[config.mk]
export PLATFORM = sky130hd
export DESIGN_NAME = hfmb_top
export DESIGN_NICKNAME = d
export VERILOG_FILES = /design/src/rtl/hfmb_pkg.sv /design/src/rtl/hfmb_decode.sv /design/src/rtl/hfmb_own_fsm.sv /design/src/rtl/hfmb_store.sv /design/src/rtl/hfmb_top.sv
export SDC_FILE = /design/constraint.sdc
export NUM_CORES = 1
export LEC_CHECK = 0
export BUFFER_PORTS_ARGS = -buffer_cell sky130_fd_sc_hd__buf_2
export CAP_MARGIN = 20
export CORE_UTILIZATION = 60
export CTS_CLUSTER_SIZE = 16
export DETAILED_ROUTE_END_ITERATION = 7
export GPL_TIMING_DRIVEN = 0
export PLACE_DENSITY = 0.8
export SLEW_MARGIN = 15
export SYNTH_ARGS = -nofsm -noshare
export SYNTH_HDL_FRONTEND = slang
export SYNTH_HIERARCHICAL = 1
export SYNTH_SLANG_ARGS = --single-unit
[constraint.sdc]
create_clock -name clk -period 2.1 [get_ports clk]
set_input_delay 0.21 -clock clk [delete_from_list [all_inputs] [get_ports clk]]
set_output_delay 0.21 -clock clk [all_outputs]
set_load 0.05 [all_outputs]
[src/rtl/hfmb_pkg.sv]
package hfmb_pkg;

  typedef enum logic [1:0] {
    OWN_NONE = 2'd0,
    OWN_FW   = 2'd1,
    OWN_HOST = 2'd2,
    OWN_RSVD = 2'd3
  } owner_e;

  localparam int CTL_W         = 8;
  localparam int CTL_OWN_LSB   = 0;
  localparam int CTL_VALID_BIT = 4;
  localparam int CTL_BUSY_BIT  = 5;

  function automatic logic [CTL_W-1:0] ctl_pack(input owner_e own, input logic vld,
                                                input logic busy);
    logic [CTL_W-1:0] w;
    w = '0;
    w[CTL_OWN_LSB +: 2] = own;
    w[CTL_VALID_BIT]    = vld;
    w[CTL_BUSY_BIT]     = busy;
    return w;
  endfunction

  function automatic owner_e ctl_owner(input logic [CTL_W-1:0] w);
    return owner_e'(w[CTL_OWN_LSB +: 2]);
  endfunction

  function automatic logic ctl_valid(input logic [CTL_W-1:0] w);
    return w[CTL_VALID_BIT];
  endfunction

  function automatic logic ctl_busy_clr(input logic [CTL_W-1:0] w);
    return w[CTL_BUSY_BIT];
  endfunction

endpackage

[src/rtl/hfmb_decode.sv]
module hfmb_decode #(
  parameter int NUM_WORDS = 8,
  parameter int ADDR_W    = 4,
  parameter int IDX_W     = 3
) (
  input  logic              host_we,
  input  logic [ADDR_W-1:0] host_addr,
  output logic              data_wr,
  output logic              ctrl_wr,
  output logic              data_sel,
  output logic              ctl_sel,
  output logic [IDX_W-1:0]  word_idx
);
  localparam logic [ADDR_W-1:0] CTL_IDX = ADDR_W'(NUM_WORDS);
  localparam logic [ADDR_W-1:0] SHD_IDX = ADDR_W'(NUM_WORDS + 1);

  always_comb begin
    data_sel = host_addr < CTL_IDX;
    ctl_sel  = (host_addr == CTL_IDX) || (host_addr == SHD_IDX);
    data_wr  = host_we && data_sel;
    ctrl_wr  = host_we && (host_addr == CTL_IDX);
    word_idx = host_addr[IDX_W-1:0];
  end
endmodule

[src/rtl/hfmb_own_fsm.sv]
module hfmb_own_fsm
  import hfmb_pkg::*;
(
  input  logic             clk,
  input  logic             rst_n,
  input  logic             ctrl_wr,
  input  logic [CTL_W-1:0] ctl_wbits,
  input  logic             data_wr,
  input  logic             fw_claim,
  input  logic             fw_release,
  output owner_e           owner,
  output logic             msg_valid,
  output logic             busy,
  output logic             host_owns
);
  owner_e owner_d;
  logic   valid_d, busy_d;
  owner_e w_own;
  logic   w_vld;

  assign w_own     = ctl_owner(ctl_wbits);
  assign w_vld     = ctl_valid(ctl_wbits);
  assign host_owns = (owner == OWN_HOST);

  always_comb begin
    owner_d = owner;
    valid_d = msg_valid;
    busy_d  = busy;
    if (ctrl_wr && ctl_busy_clr(ctl_wbits)) busy_d = 1'b0;
    if (data_wr && !host_owns) busy_d = 1'b1;
    unique case (owner)
      OWN_NONE: begin
        if (fw_claim) owner_d = OWN_FW;
        else if (ctrl_wr && w_own == OWN_HOST) owner_d = OWN_HOST;
      end
      OWN_HOST: begin
        if (ctrl_wr) begin
          if (w_own == OWN_FW && w_vld) begin
            owner_d = OWN_FW;
            valid_d = 1'b1;
          end else if (w_own == OWN_NONE) begin
            owner_d = OWN_NONE;
            valid_d = 1'b0;
          end
        end
      end
      OWN_FW: begin
        if (fw_release) begin
          owner_d = OWN_HOST;
          valid_d = 1'b0;
        end
      end
      default: begin
        owner_d = OWN_NONE;
        valid_d = 1'b0;
      end
    endcase
  end

  always_ff @(posedge clk) begin
    if (!rst_n) begin
      owner     <= OWN_NONE;
      msg_valid <= 1'b0;
      busy      <= 1'b0;
    end else begin
      owner     <= owner_d;
      msg_valid <= valid_d;
      busy      <= busy_d;
    end
  end

  AST_OWNER_LEGAL: assert property (@(posedge clk) disable iff (!rst_n)
    owner != OWN_RSVD);
  AST_VALID_IMPLIES_FW: assert property (@(posedge clk) disable iff (!rst_n)
    msg_valid |-> owner == OWN_FW);
  AST_HANDOVER: assert property (@(posedge clk) disable iff (!rst_n)
    (ctrl_wr && owner == OWN_HOST && w_own == OWN_FW && w_vld)
      |=> (owner == OWN_FW && msg_valid));
  AST_HOST_RELEASE: assert property (@(posedge clk) disable iff (!rst_n)
    (ctrl_wr && owner == OWN_HOST && w_own == OWN_NONE)
      |=> (owner == OWN_NONE && !msg_valid));
  AST_FW_RETURN: assert property (@(posedge clk) disable iff (!rst_n)
    (fw_release && owner == OWN_FW) |=> (owner == OWN_HOST && !msg_valid));
  AST_FW_CLAIM_WINS: assert property (@(posedge clk) disable iff (!rst_n)
    (fw_claim && owner == OWN_NONE) |=> owner == OWN_FW);
  AST_BUSY_ON_DROP: assert property (@(posedge clk) disable iff (!rst_n)
    (data_wr && owner != OWN_HOST) |=> busy);
  AST_FW_OWNED_LOCK: assert property (@(posedge clk) disable iff (!rst_n)
    (owner == OWN_FW && !fw_release) |=> owner == OWN_FW);
endmodule

[src/rtl/hfmb_store.sv]
module hfmb_store #(
  parameter int NUM_WORDS = 8,
  parameter int WORD_W    = 64,
  parameter int IDX_W     = 3
) (
  input  logic                        clk,
  input  logic                        rst_n,
  input  logic                        data_wr,
  input  logic                        allow,
  input  logic [IDX_W-1:0]            wr_idx,
  input  logic [WORD_W-1:0]           wr_data,
  output logic [NUM_WORDS*WORD_W-1:0] words_flat
);
  for (genvar i = 0; i < NUM_WORDS; i++) begin : g_word
    logic [WORD_W-1:0] word_q;
    logic              wen;
    assign wen = data_wr && allow && (wr_idx == IDX_W'(i));
    always_ff @(posedge clk) begin
      if (!rst_n)   word_q <= '0;
      else if (wen) word_q <= wr_data;
    end
    assign words_flat[i*WORD_W +: WORD_W] = word_q;
  end

  AST_DATA_PROTECT: assert property (@(posedge clk) disable iff (!rst_n)
    !allow |=> $stable(words_flat));
endmodule

[src/rtl/hfmb_top.sv]
module hfmb_top
  import hfmb_pkg::*;
#(
  parameter int NUM_WORDS = 8,
  parameter int WORD_W    = 64,
  parameter int ADDR_W    = $clog2(NUM_WORDS + 2),
  parameter int IDX_W     = $clog2(NUM_WORDS)
) (
  input  logic              clk,
  input  logic              rst_n,
  input  logic              host_we,
  input  logic [ADDR_W-1:0] host_addr,
  input  logic [WORD_W-1:0] host_wdata,
  output logic [WORD_W-1:0] host_rdata,
  input  logic              fw_claim,
  input  logic              fw_release,
  input  logic [IDX_W-1:0]  fw_addr,
  output logic [WORD_W-1:0] fw_rdata,
  output logic              fw_irq
);
  logic                        data_wr, ctrl_wr, data_sel, ctl_sel;
  logic [IDX_W-1:0]            word_idx;
  owner_e                      owner;
  logic                        msg_valid, busy, host_owns;
  logic [NUM_WORDS*WORD_W-1:0] words_flat;
  logic [CTL_W-1:0]            ctl_word;

  hfmb_decode #(.NUM_WORDS(NUM_WORDS), .ADDR_W(ADDR_W), .IDX_W(IDX_W)) u_decode (
    .host_we  (host_we),
    .host_addr(host_addr),
    .data_wr  (data_wr),
    .ctrl_wr  (ctrl_wr),
    .data_sel (data_sel),
    .ctl_sel  (ctl_sel),
    .word_idx (word_idx)
  );

  hfmb_own_fsm u_fsm (
    .clk       (clk),
    .rst_n     (rst_n),
    .ctrl_wr   (ctrl_wr),
    .ctl_wbits (host_wdata[CTL_W-1:0]),
    .data_wr   (data_wr),
    .fw_claim  (fw_claim),
    .fw_release(fw_release),
    .owner     (owner),
    .msg_valid (msg_valid),
    .busy      (busy),
    .host_owns (host_owns)
  );

  hfmb_store #(.NUM_WORDS(NUM_WORDS), .WORD_W(WORD_W), .IDX_W(IDX_W)) u_store (
    .clk       (clk),
    .rst_n     (rst_n),
    .data_wr   (data_wr),
    .allow     (host_owns),
    .wr_idx    (word_idx),
    .wr_data   (host_wdata),
    .words_flat(words_flat)
  );

  assign ctl_word = ctl_pack(owner, msg_valid, busy);
  assign fw_irq   = msg_valid;
  assign fw_rdata = words_flat[fw_addr*WORD_W +: WORD_W];

  always_comb begin
    host_rdata = '0;
    if (data_sel)     host_rdata = words_flat[word_idx*WORD_W +: WORD_W];
    else if (ctl_sel) host_rdata = {{(WORD_W-CTL_W){1'b0}}, ctl_word};
  end
endmodule

# == Yosys cells after proc, flatten, opt, wreduce, memory -nomap -nowiden ==
# Index checks and enable logic that the tools add are counted.
# Widths: inputs -> output; s select.
# totals
regBits,516
wordCells,71
inputBits,76
romBits,0
mem_count,0
latch_bits,0
mem_bits_rw,0
output_inout_bits,129
# classes
n_eq_ne,17
addsub,0
n_bitwise,1
n_reduce_logical,23
n_shift,2
mul,0
n_lt_le_gt_ge,1
mux,16
div,0
# op_table
cell,count
$shiftx 512x10->64,2
$mux 64,1
$logic_and 1x1->1,15
$eq 3x3->1 const B,4
$mux 2,6
$eq 4x4->1 const B,2
$reduce_and 4->1,2
$eq 3x2->1 const B,2
$mux 1,6
$mux 6,1
$pmux 2 s3,1
$eq 2x1->1 const B,2
$eq 2x2->1 const B,2
$logic_not 2->1,2
$lt 4x4->1 const B,1
$eq 3x1->1 const B,1
$logic_not 3->1,1
$ne 3x2->1 const B,1
$ne 3x3->1 const B,1
$pmux 1 s3,1
$ne 2x1->1 const B,1
$ne 2x2->1 const B,1
$reduce_bool 2->1,1
$logic_not 1->1,1
other kinds (2),2

# == Longest topological paths before layout ==
# logic_depth
depth_word,6
depth_mapped,7

# == By module ==
# Netlist, hierarchy kept.
# modules_own_cells
module,instances,cells_each,area_each_um2,seq_area_each_um2
hfmb_store,1,1727,18391.4,10249.8
hfmb_top,1,537,8051.5,0.0
hfmb_own_fsm,1,27,239.0,80.1
hfmb_decode,1,7,56.3,0.0

# == Least setup slack after synthesis ==
# OpenSTA, ideal clock, no wires.
# synth_path
path_kind,input port to output port
from,in host_addr[0]
to,out host_rdata[61]
arrival_time_ns,1.873
setup_slack_ns,0.017
n_path_buf,4
path_stages,7
required_ns,1.890
cell_sequence,buf_4 buf_6 buf_6 buf_4 mux4_2 mux2i_1 nor2b_1
# synth_via
elab_chain_len,2
# synth_lines
item,line_no,text
"start, declared",hfmb_top.sv:12,"input logic [ADDR_W-1:0] host_addr,"
$shiftx 512x10->64 / $lt 4x4->1 (equally long branches),"hfmb_top.sv:68, hfmb_decode.sv:18",
$mux 64 (*),hfmb_top.sv:68,if (data_sel) host_rdata = words_flat[word_idx*WORD_W +: WORD_W];
"end, declared",hfmb_top.sv:14,"output logic [WORD_W-1:0] host_rdata,"
# Mark *: on every way between the ends. The rest lies on a longest branch, timed or not.

# == Worst setup path in the final report ==
# layout_path
from,reg u_store.g_word[7].word_q[1]
to,out host_rdata[1]
# layout_via
elab_chain_len,2
# layout_lines
item,line_no,text
"start, declared",hfmb_store.sv:15,logic [WORD_W-1:0] word_q;
"start signal, assigned",hfmb_store.sv:20,else if (wen) word_q <= wr_data;
$shiftx 512x10->64,hfmb_top.sv:68,
$mux 64,hfmb_top.sv:68,
# No other way between the ends.

==> run metrics <==
status complete, but fails checks; violations in the final reports setup timing; post-synth top area share 0.3863; largest net degree at the start of global routing 14; HPWL after detailed placement between 50000 and 60000 µm; initial antenna violation count 0; DR DRC count 0; DP Area roughly 0.029 mm²; max-capacitance violation count 0; fraction of layout cells with a size suffix above 1 0.3379; Period Utilization, post-route 1.079; critical path required time 1.89 ns; worst path cell trace mux4_2 -> nand2b_4 -> a32o_2 -> buf_6; IO Pins between 200 and 250; Setup WS post-layout -0.1655 ns; DIE AREA between 0.04 and 0.05 mm²; CP endpoint kind primary output; CTS Sinks ~520; crit path launch type flip-flop; Worst Setup Path Type flip-flop to primary output; remaining global-route overflow 0; #FFs+latches synth 516; Cells after Synth 2298; Row Count 76; Starting Density 0.6139; Post-Syn Area between 0.02 and 0.03 mm²; Die H approximately 210 µm; critical path arrival between 2 and 2.5 ns; Seq/Total Area, Yosys 0.3863; CTS tree done; RSZ-0062 raised after global routing yes; Max Slew Vio Count 0; synthesized area per cell between 10 and 15 µm²; Num CTS Buffers between 50 and 60; post-route ant nets 0; routed wire length approximately 82000 µm; Synth-to-Final Area Change 20.95%; number of synthesis warnings 6; syn_nets roughly 2400; synth unique cells 35; vias per cell 6.469; All-Layer GR Usage 0.3627; Util after Layout 0.7426; vias in the first global route about 21000; Placed Cells 3086; drt pass-1 iters 6; clock latency on the worst-skew pair 0.61 ns; delay-heaviest family, CP multiplexers; CTS max path bufs 3; drt wl/cell 25.51 µm; IO Port Bufs 201; Root Buffer clkbuf_16; Hold Vio Cnt, Final 0; Reg clk slew, reported paths roughly 0.060 ns; Leakage 0.01258 µW; CP Max Fanout 3; delay of the slowest critical-path stage around 0.54 ns; Buf/Inv on CP 1; PD cells roughly 670 mW/mm²; design area around 0.032 mm²; Fin Clk Skew roughly 0.014 ns; Synth area leaders dfxtp_1 39%, mux2i_1 22%, mux4_2 21%, nand2_1 8.1%, mux2_2 2.7%; Final min period 2.266 ns; worst-margin pin slew between 0.8 and 0.9 ns; post-route insts no fill approximately 3200; gpl congestion ~0.86; # diodes 0; DRT iter0 DRCs between 2000 and 2500; DP Worst Slack -0.5710 ns; Max VDD drop between 0.6 and 0.7 mV; CP max stage cell mux4_2; area of the multi-input gates ~0.015 mm²; Fmax 441.4 MHz; FILL cells 2859; final setup fails 36; Hold Path Class primary input to flip-flop; core area between 0.04 and 0.05 mm²; Reg area ~0.010 mm²; cell taking the most area after synthesis dfxtp_1; DIE WIDTH roughly 210 µm; relative slew slack 0.4367; first-pass GRT wire length approximately 120000 µm; Max H-tree Level 2; vias 20862; final net count roughly 2700
[kinds of logic (layout without fill, tap and decap cells)]
logic type	after synthesis	after routing	share of synthesized area
AND/OR/NAND/NOR	671	671	0.1058
flip-flops	516	516	0.3863
multiplexers	896	896	0.4563
AO/OA/AOI/OAI	17	17	0.005381
buffers and inverters	198	540	0.04609
[worst min-delay path: stages]
cell and delay [ns]:
buf_2 0.11, nand2_1 0.05, a21oi_1 0.12, o21a_1 0.12
[synthesized netlist by cell type]
| cell type | number |
|---|---|
| buf_2 | 62 |
| and3b_1 | 1 |
| nor3b_2 | 1 |
| o21a_1 | 2 |
| o21ai_0 | 1 |
| a32o_1 | 4 |
| nand2b_4 | 1 |
| mux2i_1 | 580 |
| nor3b_1 | 1 |
| buf_12 | 14 |
| a21boi_1 | 1 |
| nor2b_1 | 63 |
| buf_4 | 7 |
| nand2b_1 | 8 |
| nand3b_4 | 1 |
| a31oi_4 | 1 |
| buf_6 | 21 |
| mux2_2 | 64 |
| nand4_1 | 1 |
| dfxtp_1 | 516 |
| inv_1 | 3 |
| a211oi_1 | 1 |
| a21oi_1 | 2 |
| nor2_1 | 1 |
| nand2_1 | 580 |
| or4_1 | 2 |
| a22oi_1 | 5 |
| nand3_1 | 1 |
| buf_1 | 20 |
| and2b_2 | 1 |
| or3_4 | 2 |
| clkbuf_1 | 71 |
| nand3_4 | 1 |
| nor2_4 | 6 |
| mux4_2 | 252 |
[worst paths after layout]
path,startpoint,to,slack [ns],cells after the start
max,u_store/g_word[7].word_q[1],host_rdata[1],-0.17,4
max reg2reg,u_fsm/owner[1],u_store/g_word[5].word_q[31],0.04,7
min reg2reg,u_store/g_word[3].word_q[25],u_store/g_word[3].word_q[25],0.46,2
min,fw_release,u_fsm/owner[1],0.03,4
[layout by cell type, fill, tap and decap left out, types with 5 or more instances in the layout]
cell type,n
clkbuf_1,62
mux4_2,252
mux2_4,41
clkinv_2,9
buf_8,29
dfxtp_2,72
nor2_4,6
mux2i_2,7
buf_4,65
clkbuf_4,12
clkbuf_16,57
buf_12,30
dfxtp_1,444
buf_2,126
nor2b_1,57
buf_1,7
a22oi_1,5
clkbuf_2,13
nand2_1,580
mux2i_1,569
buf_6,89
buf_16,8
mux2_2,23
clkbuf_8,19
nor2b_2,5
nand2b_4,5
[state kept, by name, summed over array words and instances (netlist names)]
register / count
u_fsm/busy: 1
u_fsm/owner: 2
u_store/g_word.word_q: 512
u_fsm/msg_valid: 1
[area by class of cell]
class / instances / area share
multi-input cells: 1584 / 0.4781
repair buffers: 247 / 0.07331
clock inverters: 14 / 0.004681
plain buffers: 191 / 0.04546
clock buffers: 85 / 0.05323
inverters: 3 / 0.0003482
flip-flops and latches: 516 / 0.3222
well taps: 585 / 0.02263
[power breakdown]
group,switching [µW],total [µW],internal [µW]
registers,20.6,9830,9810
clock network,4100,10100,5970
logic,1080,1690,615
[what timing repair did]
item / in CTS / in global routing
endpoints found under the setup margin: 447 / 154
buffers inserted: 23 / 10
gates cloned: 8 / 0
gates resized for setup: 346 / 153
hold buffers: 4 / 0
pin swaps: 9 / 1
endpoints found under the hold margin: 4 / 0
[routing by layer]
metal,track usage,routed length [µm],vias to the layer above
li1,-,-,8883
met1,0.4728,31990,10512
met2,0.5872,39410,1194
met3,0.05589,7110,273
met4,0.1858,3772,0
met5,0,0,-
[metrics by stage]
step	power, µW	setup TNS [ns]	hold slack (ns)
after global routing	22100	-2.275	0.05938
final	21590	-0.8673	0.03279
after global placement	11500	-208.57	0.4481
after floorplan	10990	0	0.3275
after CTS	21540	-0.7634	0.009843
after detailed placement	11530	-185.40	0.4587
No activity file was read; power rests on OpenSTA's default activity.
